$ cat src/rtl/crn_pkg.sv
// Shared types for the shadow-bit color renamer.
// Assumes: nothing beyond SystemVerilog packed types.
package crn_pkg;
    // Outcome of an inbound request, held one cycle in the rename stage.
    typedef enum logic [1:0] {
        XLATE_IDLE    = 2'd0,
        XLATE_PASS    = 2'd1,
        XLATE_RENAMED = 2'd2,
        XLATE_HELD    = 2'd3
    } xlate_kind_e;

    localparam int KIND_W = $bits(xlate_kind_e);
endpackage

$ cat src/rtl/crn_pipe_reg.sv
// Plain pipeline register with synchronous active-low reset to zero.
// Assumes: W >= 1; the caller packs valid/kind bits so that zero means idle.
module crn_pipe_reg #(
    parameter int W = 8
) (
    input  logic         clk,
    input  logic         rst_n,
    input  logic [W-1:0] d,
    output logic [W-1:0] q
);
    // Capture d each cycle; clear on reset.
    always_ff @(posedge clk) begin
        if (!rst_n) q <= '0;
        else        q <= d;
    end
endmodule

$ cat src/rtl/crn_rename_stage.sv
// Inbound stage: swaps a new page color into a real address and parks the
// original color plus a marker bit in the shadow region; classifies the
// request as pass, renamed or held (page migrating). One cycle latency.
// Assumes: input addresses are real, i.e. their shadow bits are zero.
module crn_rename_stage
    import crn_pkg::*;
#(
    parameter int ADDR_W    = 64,
    parameter int COLOR_W   = 6,
    parameter int COLOR_LSB = 12,
    parameter int SH_LO     = 58,
    parameter int MARK_BIT  = 57
) (
    input  logic               clk,
    input  logic               rst_n,
    input  logic               valid_i,
    input  logic [ADDR_W-1:0]  paddr_i,
    input  logic               npc_valid_i,
    input  logic [COLOR_W-1:0] npc_i,
    input  logic               migrating_i,
    output logic               valid_o,
    output logic               stall_o,
    output logic [ADDR_W-1:0]  addr_o
);
    localparam int REG_W = KIND_W + ADDR_W;

    logic [ADDR_W-1:0] named;
    xlate_kind_e       kind_d;
    xlate_kind_e       kind_q;
    logic [REG_W-1:0]  stage_d;
    logic [REG_W-1:0]  stage_q;

    // Build the internal name and classify the request.
    always_comb begin
        named  = paddr_i;
        kind_d = XLATE_IDLE;
        if (npc_valid_i) begin
            named[COLOR_LSB +: COLOR_W] = npc_i;
            named[SH_LO +: COLOR_W]     = paddr_i[COLOR_LSB +: COLOR_W];
            named[MARK_BIT]             = 1'b1;
        end
        if (valid_i) begin
            if (migrating_i)      kind_d = XLATE_HELD;
            else if (npc_valid_i) kind_d = XLATE_RENAMED;
            else                  kind_d = XLATE_PASS;
        end
    end

    assign stage_d = {kind_d, named};

    crn_pipe_reg #(.W(REG_W)) u_reg (
        .clk   (clk),
        .rst_n (rst_n),
        .d     (stage_d),
        .q     (stage_q)
    );

    // Decode the registered classification into the output flags.
    always_comb begin
        kind_q  = xlate_kind_e'(stage_q[REG_W-1 -: KIND_W]);
        valid_o = (kind_q == XLATE_PASS) || (kind_q == XLATE_RENAMED);
        stall_o = (kind_q == XLATE_HELD);
        addr_o  = stage_q[ADDR_W-1:0];
    end
endmodule

$ cat src/rtl/crn_restore_stage.sv
// Outbound stage: turns an internal name back into the real address by
// copying the parked color home (when the marker is set) and zeroing the
// shadow region. No table lookup. One cycle latency.
// Assumes: the shadow region is bits [ADDR_W-1:PHYS_W].
module crn_restore_stage #(
    parameter int ADDR_W    = 64,
    parameter int PHYS_W    = 41,
    parameter int COLOR_W   = 6,
    parameter int COLOR_LSB = 12,
    parameter int SH_LO     = 58,
    parameter int MARK_BIT  = 57
) (
    input  logic              clk,
    input  logic              rst_n,
    input  logic              valid_i,
    input  logic [ADDR_W-1:0] addr_i,
    output logic              valid_o,
    output logic [ADDR_W-1:0] addr_o
);
    localparam int REG_W = 1 + ADDR_W;

    logic [ADDR_W-1:0] fixed;
    logic [REG_W-1:0]  stage_q;

    // Restore the color field and clear every shadow bit.
    always_comb begin
        fixed = addr_i;
        if (addr_i[MARK_BIT]) fixed[COLOR_LSB +: COLOR_W] = addr_i[SH_LO +: COLOR_W];
        fixed[ADDR_W-1:PHYS_W] = '0;
    end

    crn_pipe_reg #(.W(REG_W)) u_reg (
        .clk   (clk),
        .rst_n (rst_n),
        .d     ({valid_i, fixed}),
        .q     (stage_q)
    );

    assign valid_o = stage_q[REG_W-1];
    assign addr_o  = stage_q[ADDR_W-1:0];
endmodule

$ cat src/rtl/color_rename_unit.sv
// Top: page color renamer between a core TLB and the shared L2 path.
// Inbound requests get an internal name when the TLB entry holds a new
// color; outbound requests get their real address back. Both paths are
// independent and registered once.
// Assumes: the color field sits above the page offset and inside the real
// address bits; the parked color and marker fit inside the shadow region.
module color_rename_unit #(
    parameter int ADDR_W     = 64,
    parameter int PHYS_W     = 41,
    parameter int COLOR_W    = 6,
    parameter int COLOR_LSB  = 12,
    parameter int PAGE_OFF_W = 12
) (
    input  logic               clk,
    input  logic               rst_n,
    input  logic               ren_valid_i,
    input  logic [ADDR_W-1:0]  ren_paddr_i,
    input  logic               ren_npc_valid_i,
    input  logic [COLOR_W-1:0] ren_npc_i,
    input  logic               ren_migrating_i,
    output logic               ren_valid_o,
    output logic               ren_stall_o,
    output logic [ADDR_W-1:0]  ren_addr_o,
    input  logic               ret_valid_i,
    input  logic [ADDR_W-1:0]  ret_addr_i,
    output logic               ret_valid_o,
    output logic [ADDR_W-1:0]  ret_addr_o
);
    localparam int SH_LO    = ADDR_W - COLOR_W;
    localparam int MARK_BIT = SH_LO - 1;

    // Reject layouts that would touch L1 index bits or overlap real bits.
    generate
        if (COLOR_LSB < PAGE_OFF_W || COLOR_LSB + COLOR_W > PHYS_W || MARK_BIT < PHYS_W) begin : g_bad_cfg
            $error("color_rename_unit: illegal color or shadow field layout");
        end
    endgenerate

    crn_rename_stage #(
        .ADDR_W    (ADDR_W),
        .COLOR_W   (COLOR_W),
        .COLOR_LSB (COLOR_LSB),
        .SH_LO     (SH_LO),
        .MARK_BIT  (MARK_BIT)
    ) u_rename (
        .clk         (clk),
        .rst_n       (rst_n),
        .valid_i     (ren_valid_i),
        .paddr_i     (ren_paddr_i),
        .npc_valid_i (ren_npc_valid_i),
        .npc_i       (ren_npc_i),
        .migrating_i (ren_migrating_i),
        .valid_o     (ren_valid_o),
        .stall_o     (ren_stall_o),
        .addr_o      (ren_addr_o)
    );

    crn_restore_stage #(
        .ADDR_W    (ADDR_W),
        .PHYS_W    (PHYS_W),
        .COLOR_W   (COLOR_W),
        .COLOR_LSB (COLOR_LSB),
        .SH_LO     (SH_LO),
        .MARK_BIT  (MARK_BIT)
    ) u_restore (
        .clk     (clk),
        .rst_n   (rst_n),
        .valid_i (ret_valid_i),
        .addr_i  (ret_addr_i),
        .valid_o (ret_valid_o),
        .addr_o  (ret_addr_o)
    );
endmodule

$ cat config.mk
export PLATFORM = sky130hd
export DESIGN_NAME = color_rename_unit
export DESIGN_NICKNAME = d
export VERILOG_FILES = /design/src/rtl/crn_pkg.sv /design/src/rtl/crn_pipe_reg.sv /design/src/rtl/crn_rename_stage.sv /design/src/rtl/crn_restore_stage.sv /design/src/rtl/color_rename_unit.sv
export SDC_FILE = /design/constraint.sdc
export NUM_CORES = 1
export LEC_CHECK = 0
export ABC_CLOCK_PERIOD_IN_PS = 1050
export BUFFER_PORTS_ARGS = -buffer_cell sky130_fd_sc_hd__clkbuf_2
export CAP_MARGIN = 20
export CORE_AREA = 2 2 104 106
export CTS_BUF_LIST = sky130_fd_sc_hd__clkbuf_2 sky130_fd_sc_hd__clkbuf_4 sky130_fd_sc_hd__clkbuf_8
export DETAILED_ROUTE_END_ITERATION = 8
export DIE_AREA = 0 0 106 108
export PLACE_DENSITY_LB_ADDON = 0.08
export SLEW_MARGIN = 5
export SYNTH_ARGS = -nofsm -noshare
export SYNTH_HDL_FRONTEND = slang
export SYNTH_SLANG_ARGS = --single-unit
$ cat constraint.sdc
create_clock -name clk -period 1.05 [get_ports clk]
set_input_delay 0.1575 -clock clk [delete_from_list [all_inputs] [get_ports clk]]
set_output_delay 0.1575 -clock clk [all_outputs]
set_load 0.02 [all_outputs]
==> insert_results.sql, run 1 <==
INSERT INTO impl_metrics (metric_group, metric, value, unit) VALUES
('run_status', 'outcome', 'finished with violations', ''),
('run_status', 'violations_in_the_final_reports', 'negative setup slack', ''),
('power', 'power_frac_seq', '0.540', ''),
('synth', 'dominant_cell_by_count_in_the_synthesized_netlist', 'dfxtp_1', ''),
('worst_setup_path', 'critPathLaunch', 'u_rename.u_reg.q[64]$_SDFF_PN0_', ''),
('clocking', 'clk_transition_reported_paths', '0.09', 'ns'),
('place', 'io_buffer_count', '231', ''),
('floorplan', 'num_io_pins', '271', ''),
('drt', 'drt_iter0_markers', '57', ''),
('floorplan', 'die_y', '108', 'um'),
('worst_setup_path', 'worst-endpoint-required', '0.89', 'ns'),
('power', 'power.static_leakage', '2.88', 'nW'),
('drt', 'detail-route-antenna-nets', '0', ''),
('timing', 'setup_repair_after_global_routing_missed_its_margin', 'yes', ''),
('power', 'clock_power_share', '0.287', ''),
('floorplan', 'floorplan.die_area', '11400', 'um^2'),
('power', 'cell_internal_pwr', '0.00605', 'W'),
('run', 'maxCapViolCount', '0', ''),
('worst_setup_path', 'kind_of_start_point_of_the_critical_path', 'flop', ''),
('floorplan', 'initial_utilization', '0.372', ''),
('finish', 'area.growth.synth_to_final', '48.3', '%'),
('clocking', 'tritoncts_num_sinks', '108', ''),
('synth', 'async_flop_share', '0', ''),
('power', 'power.net_switching', '0.00208', 'W'),
('finish', 'drive_gt1_frac', '0.430', ''),
('timing', 'finalHoldViolations', '0', ''),
('global_routing', 'grt_pass1_wl', '13000', 'um'),
('power', 'power.share.combinational', '0.173', ''),
('drt', 'drc', '0', ''),
('clocking', 'root_buffer', 'clkbuf_8', ''),
('clocking', 'clock_tree_from_tritoncts', 'built', ''),
('synth', 'synthCells', '340', ''),
('worst_setup_path', 'crit_arrival', '1.06', 'ns'),
('worst_setup_path', 'worst_setup_end_kind', 'output pin', ''),
('synth', 'synthTopCellsByArea', 'dfxtp_1 (57%), buf_4 (18%), and2_1 (14%)', ''),
('synth', 'syn_area_per_cell', '11.2', 'um^2'),
('timing', 'maxSlewViolCount', '0', ''),
('global_routing', 'grt_max_degree', '57', ''),
('power', 'switching_share', '0.256', ''),
('synth', 'top_cell_types_by_occurrence_after_synthesis', 'dfxtp_1 (108), buf_4 (89), and2_1 (87), mux2i_1 (18), nor2b_1 (18)', ''),
('place', 'gp_routability_congestion', '0.706', ''),
('worst_setup_path', 'worstPathMaxFanout', '1', ''),
('synth', 'synth-seq-cells', '108', ''),
('synth', 'synth_enable_flop_cells', '0', ''),
('worst_setup_path', 'setup.worst_path.end', 'ren_valid_o', ''),
('global_routing', 'grt_antenna_before_repair', '0', ''),
('synth', 'mappedNetlistArea', '3800', 'um^2'),
('clocking', 'cts_inserted_buffers', '9', ''),
('timing', 'max_frequency', '0.822', 'GHz'),
('clocking', 'htree_num_levels', '3', ''),
('min_path', 'min_delay_path_depth', '2', ''),
('power', 'irDropWorstVdd', '0.583', 'mV'),
('global_routing', 'grt_pass1_vias', '2750', ''),
('drt', 'routed-via-count', '2831', ''),
('global_routing', 'grt_remaining_overflow', '0', ''),
('drt', 'drtPass1Iterations', '4', ''),
('clocking', 'clockBufferDepth', '2', ''),
('timing', 'fin_crit', '1.22', 'ns'),
('min_path', 'min-delay-path-class', 'in -> reg', ''),
('drt', 'routed_wire_length_per_instance', '12.1', 'um'),
('floorplan', 'fp.dieW', '106', 'um'),
('global_routing', 'grt.total_usage', '0.147', ''),
('drt', 'routed_via_density', '3.87', ''),
('synth', 'flip_flop_cell_with_the_highest_count_after_synthesis', 'dfxtp_1', ''),
('floorplan', 'row_count', '37', ''),
('synth', 'synth-warning-count', '0', ''),
('synth', 'synth.yosys.seq_area_share', '0.568', ''),
('synth', 'cell_type_with_the_largest_total_area_after_synthesis', 'dfxtp_1', ''),
('timing', 'final.period_utilization', '1.16', ''),
('power', 'power_density', '1440', 'nW/um^2'),
('place', 'hpwlAfterDp', '6110', 'um'),
('finish', 'fin_nets', '732', ''),
('floorplan', 'core_area', '10200', 'um^2'),
('power', 'power', '0.00813', 'W'),
('timing', 'final.setup.worst_slack', '-0.166', 'ns'),
('worst_setup_path', 'timing.setup.critical_path_class', 'reg -> out', ''),
('synth', 'ys_types', '15', ''),
('timing', 'final-setup-viol-count', '2', ''),
('finish', 'final_core_util', '0.552', ''),
('finish', 'n_antenna_cell', '0', ''),
('synth', 'yosysTopAreaCellShare', '0.568', ''),
('drt', 'drt-total-wl', '8830', 'um');
## routing by layer
layer  global-route usage  vias up  wire length (um)  share of wire
met5                    0        -                 0              0
met4               0.0695        0               167          0.019
met3               0.0494       14               714          0.081
met2                0.274      144              4740           0.54
met1                0.149     1247              3200           0.36
li1                     -     1426                 -              -
## flip-flops by register name, summed over array words and instances (netlist names)
name,cells
u_rename.u_reg.q,66
u_restore.u_reg.q,42
## how the worst min path moves through the flow
stage / slack (ns) / endpoint / from
after floorplan: 0.27 / u_rename.u_reg.q[57]$_SDFF_PN0_ / ren_paddr_i[57]
after global placement: 0.36 / u_rename.u_reg.q[57]$_SDFF_PN0_ / ren_paddr_i[57]
after detailed placement: 0.36 / u_rename.u_reg.q[57]$_SDFF_PN0_ / ren_paddr_i[57]
after CTS: 0.0002 / u_rename.u_reg.q[4]$_SDFF_PN0_ / ren_paddr_i[4]
after global routing: 0.008 / u_rename.u_reg.q[31]$_SDFF_PN0_ / ren_paddr_i[31]
final: 0.02 / u_rename.u_reg.q[24]$_SDFF_PN0_ / ren_paddr_i[24]
## metrics by stage
| stage | setup TNS (ns) | setup WS (ns) | std cells | hold slack [ns] | area (um^2) |
|---|---|---|---|---|---|
| CTS | -0.348 | -0.222 | 731 | 0.000225 | 5570 |
| floorplan | 0 | 0.249 | 362 | 0.268 | 3890 |
| finish | -0.247 | -0.166 | 732 | 0.0168 | 5640 |
| global placement | 0 | 0.0955 | 630 | 0.357 | 4490 |
| detailed placement | 0 | 0.0772 | 630 | 0.362 | 4490 |
| global route | -0.380 | -0.222 | 732 | 0.00818 | 5640 |
## layout make-up
class	count	area, um^2
Clock buffer	12	159
Clock inverter	4	23.8
Multi-Input combinational cell	152	981
Tap cell	136	170
Sequential cell	108	2170
Inverter	1	3.75
Fill cell	926	4590
Timing Repair Buffer	319	2140
## power groups by stage
stage / Sequential (W) / Combinational, W / Clock, W
6_report: 0.00439 / 0.00141 / 0.00233
5_1_grt: 0.00441 / 0.00152 / 0.00260
4_1_cts: 0.00439 / 0.00138 / 0.00246
3_5_place_dp: 0.00448 / 0.00110 / 0
3_3_place_gp: 0.00447 / 0.00110 / 0
2_1_floorplan: 0.00458 / 0.000773 / 0
## cell families (layout without fill, tap and decap cells)
family / count (synthesis) / count (layout) / share of synthesized area
flops: 108 / 108 / 0.568
compound gates: 2 / 2 / 0.00428
other cells: 1 / 23 / 0.000986
simple gates: 108 / 108 / 0.177
mux: 18 / 18 / 0.0474
buf+inv: 102 / 336 / 0.199
fa+ha+maj: 1 / 1 / 0.00329
## cells in the final DEF, fill, tap and decap left out
cell           synthesis  routed
clkbuf_2               0     171
o21a_1                 1       1
nand2_2                1       1
mux2i_1               18      18
clkinv_4               0       1
clkinv_2               0       3
dfxtp_1              108     105
inv_1                  1       1
nor2b_1               18      18
buf_8                  0       2
ha_4                   0       1
nor2_2                 1       1
a21oi_2                1       1
and2_1                87      87
dlygate4sd3_1          0      86
buf_12                 0       1
nor2_1                 1       1
conb_1                 1      23
dfxtp_2                0       3
clkbuf_4               0       1
clkbuf_8               0      13
buf_2                  8      33
buf_4                 89      24
## critical path, stage by stage (launching register included)
cell	delay (ns)
dfxtp_2	0.34
ha_4	0.26
buf_8	0.10
## what timing repair did
item | 4_1_cts | 5_1_grt
hold buffers | 85 | 1
hold endpoints to repair | 85 | 1
endpoints found under the setup margin | 5 | 60
resized for setup | 9 | 82
buffers inserted | 0 | 0
pin swaps | 0 | 0
No activity file was read; power rests on OpenSTA's default activity.
==> run 2: changes to the inputs <==
- HOLD_SLACK_MARGIN: unset -> 0.1
==> run 2 against run 1 <==
- the flow still finishes with violations (negative setup slack)
- via count up 5.3%
- core utilization up 3.3 points
- routed wire length up 6.7%
- non-clock buffer count up 34
- flip-flop and latch count unchanged
- highest routed layer unchanged
==> insert_results.sql, run 2 (synthesized netlist as in run 1, its figures left out) <==
INSERT INTO impl_metrics (metric_group, metric, value, unit) VALUES
('timing', 'max_frequency', '0.818', 'GHz'),
('worst_setup_path', 'worst_setup_end_kind', 'output pin', ''),
('timing', 'final.hold.worst_slack', '0.220', 'ns'),
('finish', 'largest-register', 'u_rename.u_reg.q', ''),
('timing', 'setup_repair_after_global_routing_missed_its_margin', 'yes', ''),
('timing', 'final.period_utilization', '1.16', ''),
('power', 'cell_internal_pwr', '0.00613', 'W'),
('timing', 'finalHoldViolations', '0', ''),
('drt', 'drt-total-wl', '9420', 'um'),
('finish', 'area.growth.synth_to_final', '57.1', '%'),
('power', 'power_frac_seq', '0.532', ''),
('drt', 'detail-route-antenna-nets', '0', ''),
('worst_setup_path', 'crit_arrival', '1.06', 'ns'),
('floorplan', 'num_io_pins', '271', ''),
('clocking', 'post-cts-setup-buffers', '0', ''),
('global_routing', 'grt_pass1_wl', '13900', 'um'),
('finish', 'mostFrequentLayoutCell', 'clkbuf_2', ''),
('finish', 'fin_nets', '766', ''),
('finish', 'drive_gt1_frac', '0.406', ''),
('worst_setup_path', 'timing.setup.critical_path_class', 'reg -> out', ''),
('run', 'maxCapViolCount', '0', ''),
('timing', 'final-setup-viol-count', '2', ''),
('timing', 'maxSlewViolCount', '0', ''),
('global_routing', 'grt_remaining_overflow', '0', ''),
('timing', 'final.setup.worst_slack', '-0.172', 'ns'),
('drt', 'routed-via-count', '2981', ''),
('power', 'power.net_switching', '0.00212', 'W'),
('drt', 'drc', '0', ''),
('power', 'clock_power_share', '0.285', ''),
('finish', 'sequential_cell_area', '2170', 'um^2'),
('worst_setup_path', 'critPathSlowestCell', 'dfxtp_2', ''),
('clocking', 'clockBufferDepth', '2', ''),
('clocking', 'root_buffer', 'clkbuf_8', ''),
('drt', 'drt_iter0_markers', '75', ''),
('clocking', 'htree_num_levels', '3', ''),
('worst_setup_path', 'worstPathMaxFanout', '1', ''),
('floorplan', 'core_area', '10200', 'um^2'),
('worst_setup_path', 'cp_slowest_stage_delay', '0.34', 'ns'),
('clocking', 'clock_tree_from_tritoncts', 'built', ''),
('global_routing', 'grt_pass1_vias', '2957', ''),
('worst_setup_path', 'kind_of_start_point_of_the_critical_path', 'flop', ''),
('finish', 'number_of_flip_flops_in_the_largest_register', '66', ''),
('drt', 'drtPass1Iterations', '4', ''),
('clocking', 'clk_transition_reported_paths', '0.10', 'ns'),
('floorplan', 'fp.dieW', '106', 'um'),
('finish', 'commonest_cells_after_routing_fill_and_taps_aside', 'clkbuf_2 (174), dlygate4sd3_1 (120), dfxtp_1 (105)', ''),
('global_routing', 'grt_antenna_before_repair', '0', ''),
('global_routing', 'grt.total_usage', '0.157', ''),
('power', 'switching_share', '0.257', ''),
('run_status', 'violations_in_the_final_reports', 'negative setup slack', ''),
('clocking', 'cts_inserted_buffers', '9', ''),
('finish', 'num-fill-cells', '885', ''),
('finish', 'reg_top3', 'u_rename.u_reg.q (66), u_restore.u_reg.q (42)', ''),
('finish', 'final_core_util', '0.584', ''),
('run_status', 'outcome', 'finished with violations', ''),
('place', 'io_buffer_count', '231', ''),
('floorplan', 'die_y', '108', 'um'),
('min_path', 'min-delay-path-class', 'in -> reg', ''),
('power', 'irDropWorstVdd', '0.583', 'mV'),
('place', 'gp_routability_congestion', '0.706', ''),
('power', 'power_density', '1380', 'nW/um^2'),
('floorplan', 'row_count', '37', ''),
('finish', 'n_antenna_cell', '0', ''),
('power', 'power.static_leakage', '3.01', 'nW'),
('finish', 'multi_input_area', '981', 'um^2'),
('floorplan', 'initial_utilization', '0.372', ''),
('place', 'hpwlAfterDp', '6110', 'um'),
('worst_setup_path', 'worst-endpoint-required', '0.89', 'ns'),
('drt', 'routed_via_density', '3.89', ''),
('timing', 'fin_crit', '1.22', 'ns'),
('clocking', 'tritoncts_num_sinks', '108', ''),
('worst_setup_path', 'path_cells', 'ha_4 -> buf_8', ''),
('floorplan', 'floorplan.die_area', '11400', 'um^2'),
('global_routing', 'grt_max_degree', '57', ''),
('drt', 'routed_wire_length_per_instance', '12.3', 'um'),
('power', 'power.share.combinational', '0.183', '');
run 2: cell count changes in the layout (fill, tap and decap cells not counted):
cell,change
clkbuf_2,+3
buf_4,-3
dlygate4sd3_1,+34
run 2: worst max-delay path: cells and delay by family, from the launching register on:
| kind | cells | cell delay (ns) |
|---|---|---|
| fa+ha+maj | 1 | 0.26 |
| buf+inv | 1 | 0.10 |
| flops | 1 | 0.34 |
run 2: timing repair:
item | 4_1_cts | 5_1_grt
endpoints found under the setup margin | 5 | 57
hold endpoints to repair | 108 | 0
hold buffers | 120 | 0
gates resized for setup | 9 | 76
pin swaps | 0 | 0
run 2: stage by stage:
stage | setup TNS [ns] | instance area [um^2] | instances | setup WS [ns] | power [W]
global placement | 0 | 4490 | 630 | 0.0955 | 0.00557
detailed placement | 0 | 4490 | 630 | 0.0772 | 0.00559
CTS | -0.348 | 5920 | 766 | -0.222 | 0.00833
finish | -0.258 | 5980 | 766 | -0.172 | 0.00825
global route | -0.374 | 5980 | 766 | -0.221 | 0.00863
floorplan | 0 | 3890 | 362 | 0.249 | 0.00536
run 2: worst paths after layout:
path / startpoint / end / slack, ns / cells past startpoint
setup / recovery: u_rename.u_reg.q[64]$_SDFF_PN0_ / ren_valid_o / -0.17 / 2
hold / removal: ret_addr_i[57] / u_restore.u_reg.q[14]$_SDFF_PN0_ / 0.22 / 3
run 2: power by group through the flow:
stage | registers [W] | clock network, W | logic, W
finish | 0.00439 | 0.00235 | 0.00151
CTS | 0.00439 | 0.00246 | 0.00148
detailed placement | 0.00448 | 0 | 0.00110
global route | 0.00441 | 0.00259 | 0.00163
global placement | 0.00447 | 0 | 0.00110
floorplan | 0.00458 | 0 | 0.000773
run 2: final cells by class:
type,count,share of cell area
multi-input combinational,152,0.164
sequential,108,0.362
tap,136,0.0285
clock inverter,4,0.00398
timing repair buffer,353,0.414
clock buffer,12,0.0266
inverter,1,0.000628
run 2: per-layer routing:
| metal | up-vias | share of wire | global-route usage |
|---|---|---|---|
| met1 | 1325 | 0.36 | 0.155 |
| met2 | 147 | 0.55 | 0.300 |
| met3 | 15 | 0.079 | 0.0500 |
| met5 | - | 0 | 0 |
| met4 | 0 | 0.020 | 0.0714 |
| li1 | 1494 | - | - |
==> run 3: changes to the inputs <==
- ABC_CLOCK_PERIOD_IN_PS: 1050 -> 1100
- CORE_AREA: 2 2 104 106 -> 2 2 107 109
- DIE_AREA: 0 0 106 108 -> 0 0 109 111
- clock period: 1.05 -> 1.1 ns (I/O delays scaled with it)
==> run 3 against run 2 <==
- clock power is 5% lower
- the flow still finishes with violations (negative setup slack)
- flip-flop and latch count stayed put
- clock-buffer cell count stayed put
- critical endpoint unchanged
- worst setup slack better by 0.048 ns
- sequential power is 4.8% lower
- largest power group unchanged
==> insert_results.sql, run 3 (synthesized netlist as in run 1, its figures left out) <==
INSERT INTO impl_metrics (metric_group, metric, value, unit) VALUES
('run_status', 'violations_in_the_final_reports', 'negative setup slack', ''),
('power', 'power_density', '1320', 'nW/um^2'),
('place', 'hpwlAfterDp', '5980', 'um'),
('floorplan', 'row_count', '39', ''),
('worst_setup_path', 'timing.setup.critical_path_class', 'reg -> out', ''),
('clocking', 'post-cts-setup-buffers', '0', ''),
('place', 'placed_cells_incl_taps', '638', ''),
('run', 'maxCapViolCount', '0', ''),
('power', 'power.net_switching', '0.00203', 'W'),
('finish', 'reg_top3', 'u_rename.u_reg.q (66), u_restore.u_reg.q (42)', ''),
('floorplan', 'fp.dieW', '109', 'um'),
('clocking', 'cts_inserted_buffers', '9', ''),
('finish', 'commonest_cells_after_routing_fill_and_taps_aside', 'clkbuf_2 (227), dlygate4sd3_1 (120), dfxtp_1 (106)', ''),
('place', 'io_buffer_count', '231', ''),
('floorplan', 'initial_utilization', '0.343', ''),
('clocking', 'clk_transition_reported_paths', '0.09', 'ns'),
('finish', 'final_core_util', '0.535', ''),
('timing', 'finalHoldViolations', '0', ''),
('power', 'power', '0.00784', 'W'),
('timing', 'final.setup.worst_slack', '-0.124', 'ns'),
('finish', 'drive_gt1_frac', '0.405', ''),
('global_routing', 'grt_antenna_before_repair', '0', ''),
('drt', 'routed-via-count', '3033', ''),
('finish', 'fin_nets', '767', ''),
('drt', 'drc', '0', ''),
('global_routing', 'grt.total_usage', '0.151', ''),
('drt', 'drt-total-wl', '9150', 'um'),
('timing', 'final-setup-viol-count', '2', ''),
('worst_setup_path', 'crit_arrival', '1.06', 'ns'),
('global_routing', 'grt_remaining_overflow', '0', ''),
('power', 'cell_internal_pwr', '0.00581', 'W'),
('clocking', 'clock_tree_from_tritoncts', 'built', ''),
('finish', 'mostFrequentLayoutCell', 'clkbuf_2', ''),
('clocking', 'clockBufferDepth', '2', ''),
('timing', 'fin_crit', '1.22', 'ns'),
('clocking', 'htree_num_levels', '3', ''),
('floorplan', 'floorplan.die_area', '12100', 'um^2'),
('drt', 'detail-route-antenna-nets', '0', ''),
('floorplan', 'die_y', '111', 'um'),
('clocking', 'root_buffer', 'clkbuf_8', ''),
('drt', 'routed_wire_length_per_instance', '11.8', 'um'),
('finish', 'stdcell_count', '773', ''),
('power', 'clock_power_share', '0.286', ''),
('drt', 'drtPass1Iterations', '4', ''),
('finish', 'area.growth.synth_to_final', '55.8', '%'),
('floorplan', 'num_io_pins', '271', ''),
('finish', 'num-fill-cells', '992', ''),
('timing', 'final.period_utilization', '1.11', ''),
('worst_setup_path', 'worstPathMaxFanout', '1', ''),
('place', 'cell_area_after_placement', '4520', 'um^2'),
('floorplan', 'core_area', '11100', 'um^2'),
('run_status', 'outcome', 'finished with violations', ''),
('power', 'power.share.combinational', '0.180', ''),
('global_routing', 'grt_max_degree', '45', ''),
('drt', 'drt_iter0_markers', '62', ''),
('finish', 'number_of_flip_flops_in_the_largest_register', '66', ''),
('drt', 'routed_via_density', '3.92', ''),
('power', 'power_frac_seq', '0.534', ''),
('finish', 'layout.cell_area.non_filler', '5930', 'um^2'),
('power', 'irDropWorstVdd', '0.640', 'mV'),
('clocking', 'tritoncts_num_sinks', '108', ''),
('worst_setup_path', 'worst_setup_end_kind', 'output pin', ''),
('worst_setup_path', 'kind_of_start_point_of_the_critical_path', 'flop', ''),
('power', 'power.static_leakage', '2.98', 'nW'),
('timing', 'maxSlewViolCount', '0', ''),
('place', 'preCtsSetupSlack', '0.0884', 'ns'),
('global_routing', 'grt_pass1_wl', '13900', 'um'),
('min_path', 'min-delay-path-class', 'in -> reg', ''),
('timing', 'setup_repair_after_global_routing_missed_its_margin', 'yes', ''),
('worst_setup_path', 'worst-endpoint-required', '0.94', 'ns'),
('finish', 'largest-register', 'u_rename.u_reg.q', ''),
('power', 'switching_share', '0.258', ''),
('finish', 'n_antenna_cell', '0', ''),
('place', 'gp_routability_congestion', '0.744', ''),
('global_routing', 'grt_pass1_vias', '3069', ''),
('timing', 'max_frequency', '0.817', 'GHz');
[run 3: cell types whose count changed in the layout (fill, tap and decap cells not counted), sizes merged]
cell / change
clkbuf: +51
clkinv: -4
clkinvlp: +3
buf: -50
[run 3: area by class of cell]
cell class	count	area [um^2]	area share
repair buffers	354	2420	0.408
flip-flops and latches	108	2160	0.365
multi-input cells	152	981	0.166
well taps	143	179	0.0302
clock buffers	12	159	0.0268
clock inverters	3	22.5	0.00380
inverters	1	3.75	0.000633
[run 3: worst max-delay path, cell delays in order (launching register included)]
cell     delay (ns)
dfxtp_2        0.34
ha_4           0.26
buf_6          0.11
[run 3: stage by stage]
stage               hold slack (ns)  TNS, ns
floorplan                     0.275        0
global placement              0.369        0
detailed placement            0.367        0
CTS                           0.191   -0.344
global route                  0.211   -0.272
finish                        0.210   -0.161
[run 3: power by group through the flow]
stage	combinational (W)	sequential [W]	clock [W]
floorplan	0.000738	0.00438	0
global placement	0.00106	0.00427	0
detailed placement	0.00106	0.00427	0
CTS	0.00141	0.00418	0.00238
global route	0.00153	0.00421	0.00252
finish	0.00141	0.00418	0.00224
[run 3: metal layers]
| layer | GRT usage | vias up | routed length (um) |
|---|---|---|---|
| li1 | - | 1493 | - |
| met1 | 0.146 | 1367 | 3250 |
| met2 | 0.273 | 148 | 4780 |
| met3 | 0.0441 | 25 | 765 |
| met4 | 0.0966 | 0 | 353 |
| met5 | 0 | - | 0 |
[run 3: final timing paths]
kind / startpoint / to / cells after the start
max: u_rename.u_reg.q[64]$_SDFF_PN0_ / ren_valid_o / 2
min: ret_addr_i[57] / u_restore.u_reg.q[16]$_SDFF_PN0_ / 3
[run 3: repair_timing]
item | in CTS | in global routing
pin swaps | 0 | 1
resized for setup | 0 | 11
gates cloned | 0 | 0
setup endpoints to repair | 2 | 4
hold buffers | 120 | 0
hold endpoints to repair | 108 | 0
